<file path="src/rtl/rtc_alarm_pkg.sv">
package rtc_alarm_pkg;
  localparam int TIME_W   = 35;
  localparam int MASK_W   = 4;
  localparam int RPT_W    = 8;
  localparam int MASK_MAX = 9;

  // Fields that take part in the comparison for each interval code.
  function automatic logic [TIME_W-1:0] mask_select(input logic [MASK_W-1:0] code);
    logic [TIME_W-1:0] sel;
    case (code)
      4'd1:    sel = 35'h0_0000_0001;
      4'd2:    sel = 35'h0_0000_001F;
      4'd3:    sel = 35'h0_0000_00FF;
      4'd4:    sel = 35'h0_0000_0FFF;
      4'd5:    sel = 35'h0_0000_7FFF;
      4'd6:    sel = 35'h0_001F_FFFF;
      4'd7:    sel = 35'h0_00FF_FFFF;
      4'd8:    sel = 35'h0_3F1F_FFFF;
      4'd9:    sel = 35'h7_FF1F_FFFF;
      default: sel = '0;
    endcase
    return sel;
  endfunction

  function automatic logic time_match(input logic [MASK_W-1:0] code,
                                      input logic [TIME_W-1:0] now,
                                      input logic [TIME_W-1:0] alm);
    if (int'(code) > MASK_MAX) return 1'b0;
    return ((now ^ alm) & mask_select(code)) == '0;
  endfunction
endpackage

</file>
<file path="src/rtl/rtc_alarm_cmp.sv">
module rtc_alarm_cmp
  import rtc_alarm_pkg::*;
(
  input  logic              clk,
  input  logic              rst_n,
  input  logic              time_wr,
  input  logic [TIME_W-1:0] time_wdata,
  input  logic              en_i,
  input  logic [MASK_W-1:0] mask_i,
  input  logic [TIME_W-1:0] cal_time,
  output logic              match_o
);
  logic [TIME_W-1:0] alm_q;

  always_ff @(posedge clk or negedge rst_n) begin
    if (!rst_n)                alm_q <= '0;
    else if (time_wr && !en_i) alm_q <= time_wdata;
  end

  assign match_o = time_match(mask_i, cal_time, alm_q);

  p_time_locked_r11: assert property (@(posedge clk) disable iff (!rst_n)
    en_i |=> $stable(alm_q));

  p_reserved_code_r4: assert property (@(posedge clk) disable iff (!rst_n)
    (int'(mask_i) > MASK_MAX) |-> !match_o);
endmodule

</file>
<file path="src/rtl/rtc_alarm_ctrl.sv">
module rtc_alarm_ctrl
  import rtc_alarm_pkg::*;
#(
  parameter int CNT_W = RPT_W
) (
  input  logic              clk,
  input  logic              rst_n,
  input  logic              cfg_wr,
  input  logic              cfg_en,
  input  logic              cfg_chime,
  input  logic [MASK_W-1:0] cfg_mask,
  input  logic [CNT_W-1:0]  cfg_count,
  input  logic              event_i,
  output logic              en_o,
  output logic [MASK_W-1:0] mask_o,
  output logic [CNT_W-1:0]  cnt_o
);
  localparam logic [CNT_W-1:0] CNT_FULL = '1;

  logic             en_q, chime_q;
  logic [MASK_W-1:0] mask_q;
  logic [CNT_W-1:0]  cnt_q;
  logic              cnt_zero, last_event, wrap_event;

  assign cnt_zero   = (cnt_q == '0);
  assign last_event = event_i && cnt_zero && !chime_q;
  assign wrap_event = event_i && cnt_zero && chime_q;

  always_ff @(posedge clk or negedge rst_n) begin
    if (!rst_n) begin
      en_q    <= 1'b0;
      chime_q <= 1'b0;
      mask_q  <= '0;
      cnt_q   <= '0;
    end else if (cfg_wr) begin
      en_q    <= cfg_en;
      chime_q <= cfg_chime;
      mask_q  <= cfg_mask;
      cnt_q   <= cfg_count;
    end else if (event_i) begin
      if (last_event)      en_q  <= 1'b0;
      else if (wrap_event) cnt_q <= CNT_FULL;
      else                 cnt_q <= cnt_q - 1'b1;
    end
  end

  assign en_o   = en_q;
  assign mask_o = mask_q;
  assign cnt_o  = cnt_q;

  p_decrement_r7: assert property (@(posedge clk) disable iff (!rst_n)
    (event_i && !cnt_zero && !cfg_wr) |=> (cnt_q == $past(cnt_q) - 1'b1) && en_q);

  p_final_off_r8: assert property (@(posedge clk) disable iff (!rst_n)
    (last_event && !cfg_wr) |=> !en_q);

  p_chime_wrap_r9: assert property (@(posedge clk) disable iff (!rst_n)
    (wrap_event && !cfg_wr) |=> (cnt_q == CNT_FULL) && en_q);
endmodule

</file>
<file path="src/rtl/rtc_alarm_out.sv">
module rtc_alarm_out (
  input  logic clk,
  input  logic rst_n,
  input  logic event_i,
  input  logic en_i,
  output logic irq_o,
  output logic pulse_o
);
  logic irq_q, pulse_q;

  always_ff @(posedge clk or negedge rst_n) begin
    if (!rst_n) begin
      irq_q   <= 1'b0;
      pulse_q <= 1'b0;
    end else begin
      irq_q <= event_i;
      if (event_i)    pulse_q <= ~pulse_q;
      else if (!en_i) pulse_q <= 1'b0;
    end
  end

  assign irq_o   = irq_q;
  assign pulse_o = pulse_q;

  p_pulse_idle_r10: assert property (@(posedge clk) disable iff (!rst_n)
    (!en_i && !event_i) |=> !pulse_q);

  p_pulse_toggle_r10: assert property (@(posedge clk) disable iff (!rst_n)
    event_i |=> (pulse_q != $past(pulse_q)));
endmodule

</file>
<file path="src/rtl/rtc_alarm_match.sv">
module rtc_alarm_match
  import rtc_alarm_pkg::*;
(
  input  logic              clk,
  input  logic              rst_n,
  input  logic              cal_tick,
  input  logic [TIME_W-1:0] cal_time,
  input  logic              time_wr,
  input  logic [TIME_W-1:0] time_wdata,
  input  logic              cfg_wr,
  input  logic              cfg_en,
  input  logic              cfg_chime,
  input  logic [MASK_W-1:0] cfg_mask,
  input  logic [RPT_W-1:0]  cfg_count,
  output logic              alarm_irq,
  output logic              alarm_pulse,
  output logic              alarm_en,
  output logic [RPT_W-1:0]  repeat_left
);
  logic              fields_match;
  logic              alarm_event;
  logic              en_w;
  logic [MASK_W-1:0] mask_w;

  rtc_alarm_cmp u_cmp (
    .clk        (clk),
    .rst_n      (rst_n),
    .time_wr    (time_wr),
    .time_wdata (time_wdata),
    .en_i       (en_w),
    .mask_i     (mask_w),
    .cal_time   (cal_time),
    .match_o    (fields_match)
  );

  assign alarm_event = en_w && cal_tick && fields_match;

  rtc_alarm_ctrl #(.CNT_W(RPT_W)) u_ctrl (
    .clk       (clk),
    .rst_n     (rst_n),
    .cfg_wr    (cfg_wr),
    .cfg_en    (cfg_en),
    .cfg_chime (cfg_chime),
    .cfg_mask  (cfg_mask),
    .cfg_count (cfg_count),
    .event_i   (alarm_event),
    .en_o      (en_w),
    .mask_o    (mask_w),
    .cnt_o     (repeat_left)
  );

  rtc_alarm_out u_out (
    .clk     (clk),
    .rst_n   (rst_n),
    .event_i (alarm_event),
    .en_i    (en_w),
    .irq_o   (alarm_irq),
    .pulse_o (alarm_pulse)
  );

  assign alarm_en = en_w;

  p_irq_needs_enable_r5: assert property (@(posedge clk) disable iff (!rst_n)
    alarm_irq |-> $past(alarm_en) && $past(cal_tick));

  p_cfg_load_r12: assert property (@(posedge clk) disable iff (!rst_n)
    cfg_wr |=> (alarm_en == $past(cfg_en)) && (repeat_left == $past(cfg_count)));
endmodule

</file>
<file path="config.mk">
export PLATFORM = sky130hd
export DESIGN_NAME = rtc_alarm_match
export DESIGN_NICKNAME = d
export VERILOG_FILES = /design/src/rtl/rtc_alarm_pkg.sv /design/src/rtl/rtc_alarm_cmp.sv /design/src/rtl/rtc_alarm_ctrl.sv /design/src/rtl/rtc_alarm_out.sv /design/src/rtl/rtc_alarm_match.sv
export SDC_FILE = /design/constraint.sdc
export NUM_CORES = 1
export LEC_CHECK = 0
export BUFFER_PORTS_ARGS = -buffer_cell sky130_fd_sc_hd__buf_4
export CORE_UTILIZATION = 53
export DETAILED_ROUTE_END_ITERATION = 10
export HOLD_SLACK_MARGIN = 0.06
export PLACE_DENSITY = 0.94
export SYNTH_ARGS = -nofsm -noshare
export SYNTH_HDL_FRONTEND = slang
export SYNTH_SLANG_ARGS = --single-unit
</file>
<file path="constraint.sdc">
create_clock -name clk -period 4.8 [get_ports clk]
set_input_delay 0.96 -clock clk [delete_from_list [all_inputs] [get_ports clk]]
set_output_delay 0.96 -clock clk [all_outputs]
set_load 0.01 [all_outputs]
</file>
## Yosys cells after proc, flatten, opt, wreduce, memory -nomap -nowiden

Memories as Yosys holds them, arrays and structs flattened.
Index checks and enable logic that the tools add are counted.

| cells by class | value |
|---|---|
| add/sub/neg operators | 1 |
| order comparisons | 1 |
| equal/unequal tests | 2 |
| mux-type cells | 13 |
| bitwise logic cells | 3 |
| reduce and logical (&&, ||, !) cells | 14 |

Operators by type and width:

| operator | count |
|---|---|
| bitwise AND 35 bit | 1 |
| zero test 35 bit | 1 |
| 2-to-1 mux 35 bit | 1 |
| XOR 35 bit | 1 |
| 2-to-1 mux 8 bit | 4 |
| zero test 8 bit | 1 |
| 2-to-1 mux 1 bit | 8 |
| subtractor 8 x 1 -> 8 bit (second input constant) | 1 |
| logical AND 1 bit | 6 |
| > comparator 4 bit (second input constant) | 1 |
| AND reduction 2 bit | 2 |
| nonzero test 2 bit | 2 |
| zero test 1 bit | 2 |
| inequality test 2 x 1 -> 1 bit (second input constant) | 1 |
| inequality test 2 bit (second input constant) | 1 |
| inverter 1 bit | 1 |

| storage, ports and cells | value |
|---|---|
| flip-flop bits (word level) | 51 |
| bits in read-only memories | 560 |
| bits of input ports | 89 |
| word-level logic and storage cells | 42 |
| memories | 1 |

Memory list:

| memory | depth | width | read ports | clocked after Yosys merged registers in | wr ports | RTL line | source |
|---|---|---|---|---|---|---|---|
| (name not given) | 16 | 35 | 1 | 0 | 0 | rtc_alarm_pkg.sv:10 | `case (code)` |

## Longest topological paths before layout

| logic depth | value |
|---|---|
| depth in word-level cells | 13 |
| gate-level depth with buffers | 9 |
| gate-level depth less buffers | 9 |

## By module

From an unflattened synthesis, not the netlist that was laid out.

| unflattened totals | value |
|---|---|
| cell total of the unflattened synthesis | 219 |
| area total of the unflattened synthesis | 2671.3 um2 |

Modules (own cells, without submodules):

| module | times used | cells each | area each (um2) | sequential area each (um2) |
|---|---|---|---|---|
| rtc_alarm_cmp | 1 | 137 | 1791.7 | 875.8 |
| rtc_alarm_ctrl | 1 | 77 | 809.5 | 350.3 |
| rtc_alarm_out | 1 | 4 | 63.8 | 50.0 |
| rtc_alarm_match | 1 | 1 | 6.3 | 0.0 |

## Worst setup path before layout

OpenSTA, ideal clock, no wires.

| path | value |
|---|---|
| kind | input port to flip-flop |
| start point | input port cal_time[2] |
| end point | register u_ctrl.cnt_q[6], in the netlist u_ctrl.cnt_o[6] |
| data arrival time | 2662 ps |
| data required time | 4676 ps |
| slack | 2014 ps |
| cell stages on the path | 7 |
| buffers on the path | 0 |
| cell sequence | xor2_1 nor4_2 a21oi_1 a2111o_1 nor4_4 a21boi_0 o31a_1 |

| between the ends | value |
|---|---|
| word-level cells in the longest chain between the ends | 11 |
| elaborated cells on any way between the ends | 15 |

Ends and longest elaborated chain:

| what | RTL line | source |
|---|---|---|
| from (decl) | rtc_alarm_match.sv:7 | `input logic [TIME_W-1:0] cal_time,` |
| XOR 35 bit (*) | rtc_alarm_pkg.sv:29 | `return ((now ^ alm) & mask_select(code)) == '0;` |
| bitwise AND 35 bit (*) | rtc_alarm_pkg.sv:29 |  |
| zero test 35 bit (*) | rtc_alarm_pkg.sv:29 |  |
| 2-to-1 mux 1 bit (*) | rtc_alarm_pkg.sv:29 |  |
| logical AND 1 bit (*) | rtc_alarm_match.sv:36 | `assign alarm_event = en_w && cal_tick && fields_match;` |
| logical AND 1 bit | rtc_alarm_ctrl.sv:26, rtc_alarm_ctrl.sv:27 |  |
| logical AND 1 bit | rtc_alarm_ctrl.sv:27 | `assign wrap_event = event_i && cnt_zero && chime_q;` |
| 2-to-1 mux 8 bit | rtc_alarm_ctrl.sv:42 | `else if (wrap_event) cnt_q <= CNT_FULL;` |
| 2-to-1 mux 8 bit | rtc_alarm_ctrl.sv:41 | `if (last_event) en_q <= 1'b0;` |
| 2-to-1 mux 8 bit | rtc_alarm_ctrl.sv:40 | `end else if (event_i) begin` |
| 2-to-1 mux 8 bit | rtc_alarm_ctrl.sv:35 | `end else if (cfg_wr) begin` |
| to (signal assigned) | rtc_alarm_ctrl.sv:39 | `cnt_q <= cfg_count;` |
| to (signal assigned) | rtc_alarm_ctrl.sv:43 | `else cnt_q <= cnt_q - 1'b1;` |
| to (decl) | rtc_alarm_ctrl.sv:22 | `logic [CNT_W-1:0] cnt_q;` |

Every way passes the cells marked *; elsewhere a longest branch is shown, timed or not. The select of a mux whose other input is x is not followed.
A chain may end at the register's enable or synchronous reset.

## Final worst setup path

| path | value |
|---|---|
| start point | input port cal_time[11] |
| end point | register u_ctrl.cnt_q[6], in the netlist u_ctrl.cnt_o[6] |

Same word-level chain as after synthesis.

==> run metrics <==
Primary FF master, synth dfrtp_1; clock buffer count from CTS 5; max-cap check violation count 0; routed wire length 5880 µm; cts hold-fix bufs 0; post-CTS setup buffer count 0; input/output buffers 99; critical path required time 5.00 ns; fill cell total of the finished layout 387; CP Data Arrival Time 3.43 ns; average via count per standard cell 5.31; mean instance size in the synthesized netlist 12.1 µm²; switching component of the power 0.000300 W; biggest area contributors in the synthesized netlist dfrtp_1 (47%), mux2_2 (17%), xnor2_1 (7.1%); register area share after synthesis 0.474; TritonCTS clock tree yes; Logic pwr share 0.253; number of distinct library cells after synthesis 45; cell chain of the critical path buf_4 > xor2_1 > nor4_1 > and2b_1 > a31oi_1 > nor4_4 > a21boi_0 > o31a_1; Int Pwr 0.000784 W; Antenna Nets Post-Route 0; core area 0.00482 mm²; H-Tree Level Count 2; Worst Path Max Fanout 19; syn_nets 313; effective utilization at floorplan 0.559; EDFF count, synth 0; period utilization 0.674; number of setup violations in the final report 0; number of standard-cell rows in the floorplan 25; Antenna Diode Count 0; Chip Width 73.3 µm; Tot GR Track Use 0.234; clock transition at the register clock pins on the worst setup and hold paths after CTS 0.09 ns; result of the run completed; Slew Limit Headroom 0.353; final-report max-slew violation count 0; CP endpoint kind flip-flop; total gr overflow 0; total leakage power 1.57 nW; relative contribution of the clock network to total power 0.231; warnings from Yosys 0; cell family contributing the most delay on the critical path simple AND/OR/NAND/NOR gates; total buffers and inverters traversed by the critical path 1; cell count after synthesis 223; IR Drop Worst-Case VDD 201 µV; layout overhead on the synthesized area 32.3%; Worst-Skew Late Latency 0.31 ns; clock net sink count 51; share of flip-flops with an asynchronous set or reset after synthesis 1.00; post-layout worst setup margin 1.56 ns; Post-Route Setup TNS 0 ns; unrepaired setup endpoints after global routing no; clock root buffer master clkbuf_8; total number of nets in the final design 411; half-perimeter wire length after placement 4500 µm; type of element launching the critical path input port; most frequent cells in the layout buf_4 (99), dfrtp_1 (51), mux2_2 (40); final hold violation count 0; share of layout cells above drive strength 1 0.492; average wire per standard cell 15.2 µm; antenna violations before repair 0; register share of total power 0.516; number of detailed-routing iterations run before antenna repair 4; Yosys top cell area share 0.474; cell area after synthesis 0.00270 mm²; proportion of total power due to net switching 0.277; HP Class reg -> reg; die outline height 73.3 µm; Cell Pwr Density 304 mW/mm²; Total Die Area 0.00537 mm²; vias in the first global route 2067; pre-CTS setup slack 1.21 ns; Residual DRC 0; #FFs+latches synth 51; shortest clock period the worst path allows after layout 3.24 ns; pin count of the biggest net entering global routing 52; timing-limited maximum frequency 309 MHz; skew final 0.00859 ns; vias post-DR 2062; critical path type in -> reg; boundary pin count 100; library cell contributing the largest single delay on the critical path nor4_4; iteration-0 DRC count of the detailed router 88; number of buffers on the longest clock path 2; global-route wire length before repair 9340 µm; commonest non-fill, non-tap cell in the layout buf_4; critical path's largest stage delay 0.85 ns; cell type with the highest aggregate area in the netlist dfrtp_1; pin slew with the least headroom to its limit 0.968 ns; global placement routability congestion 0.836; post-cts repair resize count 0
==> through the flow <==
stage | power, W | instance area (µm²) | instances | hold WS [ns] | util
detailed placement | 0.000847 | 3480 | 381 | 0.493 | 0.722
global placement | 0.000828 | 3480 | 381 | 0.476 | 0.722
finish | 0.00108 | 3560 | 388 | 0.498 | 0.740
CTS | 0.00110 | 3560 | 388 | 0.507 | 0.740
global route | 0.00114 | 3560 | 388 | 0.529 | 0.740
floorplan | 0.000728 | 2700 | 223 | 0.501 | -
==> cell families after synthesis <==
group	Yosys count	share of synthesized area
XOR/XNOR	35	0.114
flip-flops	51	0.474
multiplexers	41	0.171
buffers and inverters	14	0.0279
adder cells (fa/ha/maj)	1	0.00464
AND/OR/NAND/NOR	49	0.117
AO/OA/AOI/OAI	32	0.0924
==> flip-flops by register name, indices dropped and copies added (netlist names) <==
register        cells
u_ctrl.chime_q      1
u_ctrl.mask_o       4
u_ctrl.cnt_o        8
u_cmp.alm_q        35
u_out.irq_o         1
u_out.pulse_o       1
u_ctrl.en_o         1
==> path summary, 6_finish.rpt <==
path                       cells past startpoint         endpoint             from  slack, ns
max reg2reg                                    7  u_ctrl.cnt_o[6]  u_cmp.alm_q[10]       1.90
min reg2reg                                    1    u_out.pulse_o    u_out.pulse_o       0.50
min in group asynchronous                      1  u_cmp.alm_q[15]            rst_n       0.67
min                                            1    u_out.pulse_o    u_out.pulse_o       0.50
max in group asynchronous                      1  u_cmp.alm_q[30]            rst_n       3.71
max                                            8  u_ctrl.cnt_o[6]     cal_time[11]       1.56
==> synth_stat cells, types with 2 or more instances <==
cell	instances
or3b_2	2
nand3_1	6
a31oi_1	4
nand2b_1	3
clkbuf_1	3
nand4_1	2
a221oi_2	2
inv_1	6
nor3b_1	2
nor4_1	3
o21ai_0	5
dfrtp_1	51
a311oi_1	3
mux2_2	40
nand2_1	9
or3_1	3
xnor2_1	22
buf_1	2
nor2b_1	3
nor3_1	4
a21boi_0	2
buf_6	3
a21oi_1	3
nor2_1	3
a211oi_1	4
o31a_1	2
xor2_1	13
==> power by group through the flow <==
stage	clock network, W	logic [W]	registers, W
final	0.000251	0.000275	0.000559
after global routing	0.000269	0.000301	0.000570
after CTS	0.000258	0.000279	0.000560
after detailed placement	0	0.000278	0.000568
after global placement	0	0.000267	0.000561
after floorplan	0	0.000172	0.000556
==> layer usage <==
layer | vias up | global-route usage | routed length [µm]
met5 | - | 0 | 0
met4 | 0 | 0.0684 | 75
met2 | 68 | 0.414 | 3040
met3 | 9 | 0.0796 | 419
li1 | 1002 | - | -
met1 | 983 | 0.270 | 2350
==> layout make-up <==
cell class | instances | area [µm²] | share of cell area
clock buffers | 6 | 82.6 | 0.0232
clock inverters | 1 | 5.00 | 0.00140
inverters | 6 | 22.5 | 0.00632
multi-input cells | 158 | 1350 | 0.379
flip-flops and latches | 51 | 1280 | 0.358
well taps | 67 | 83.8 | 0.0235
repair buffers | 99 | 743 | 0.208
Power figures use the tool's default switching activity.
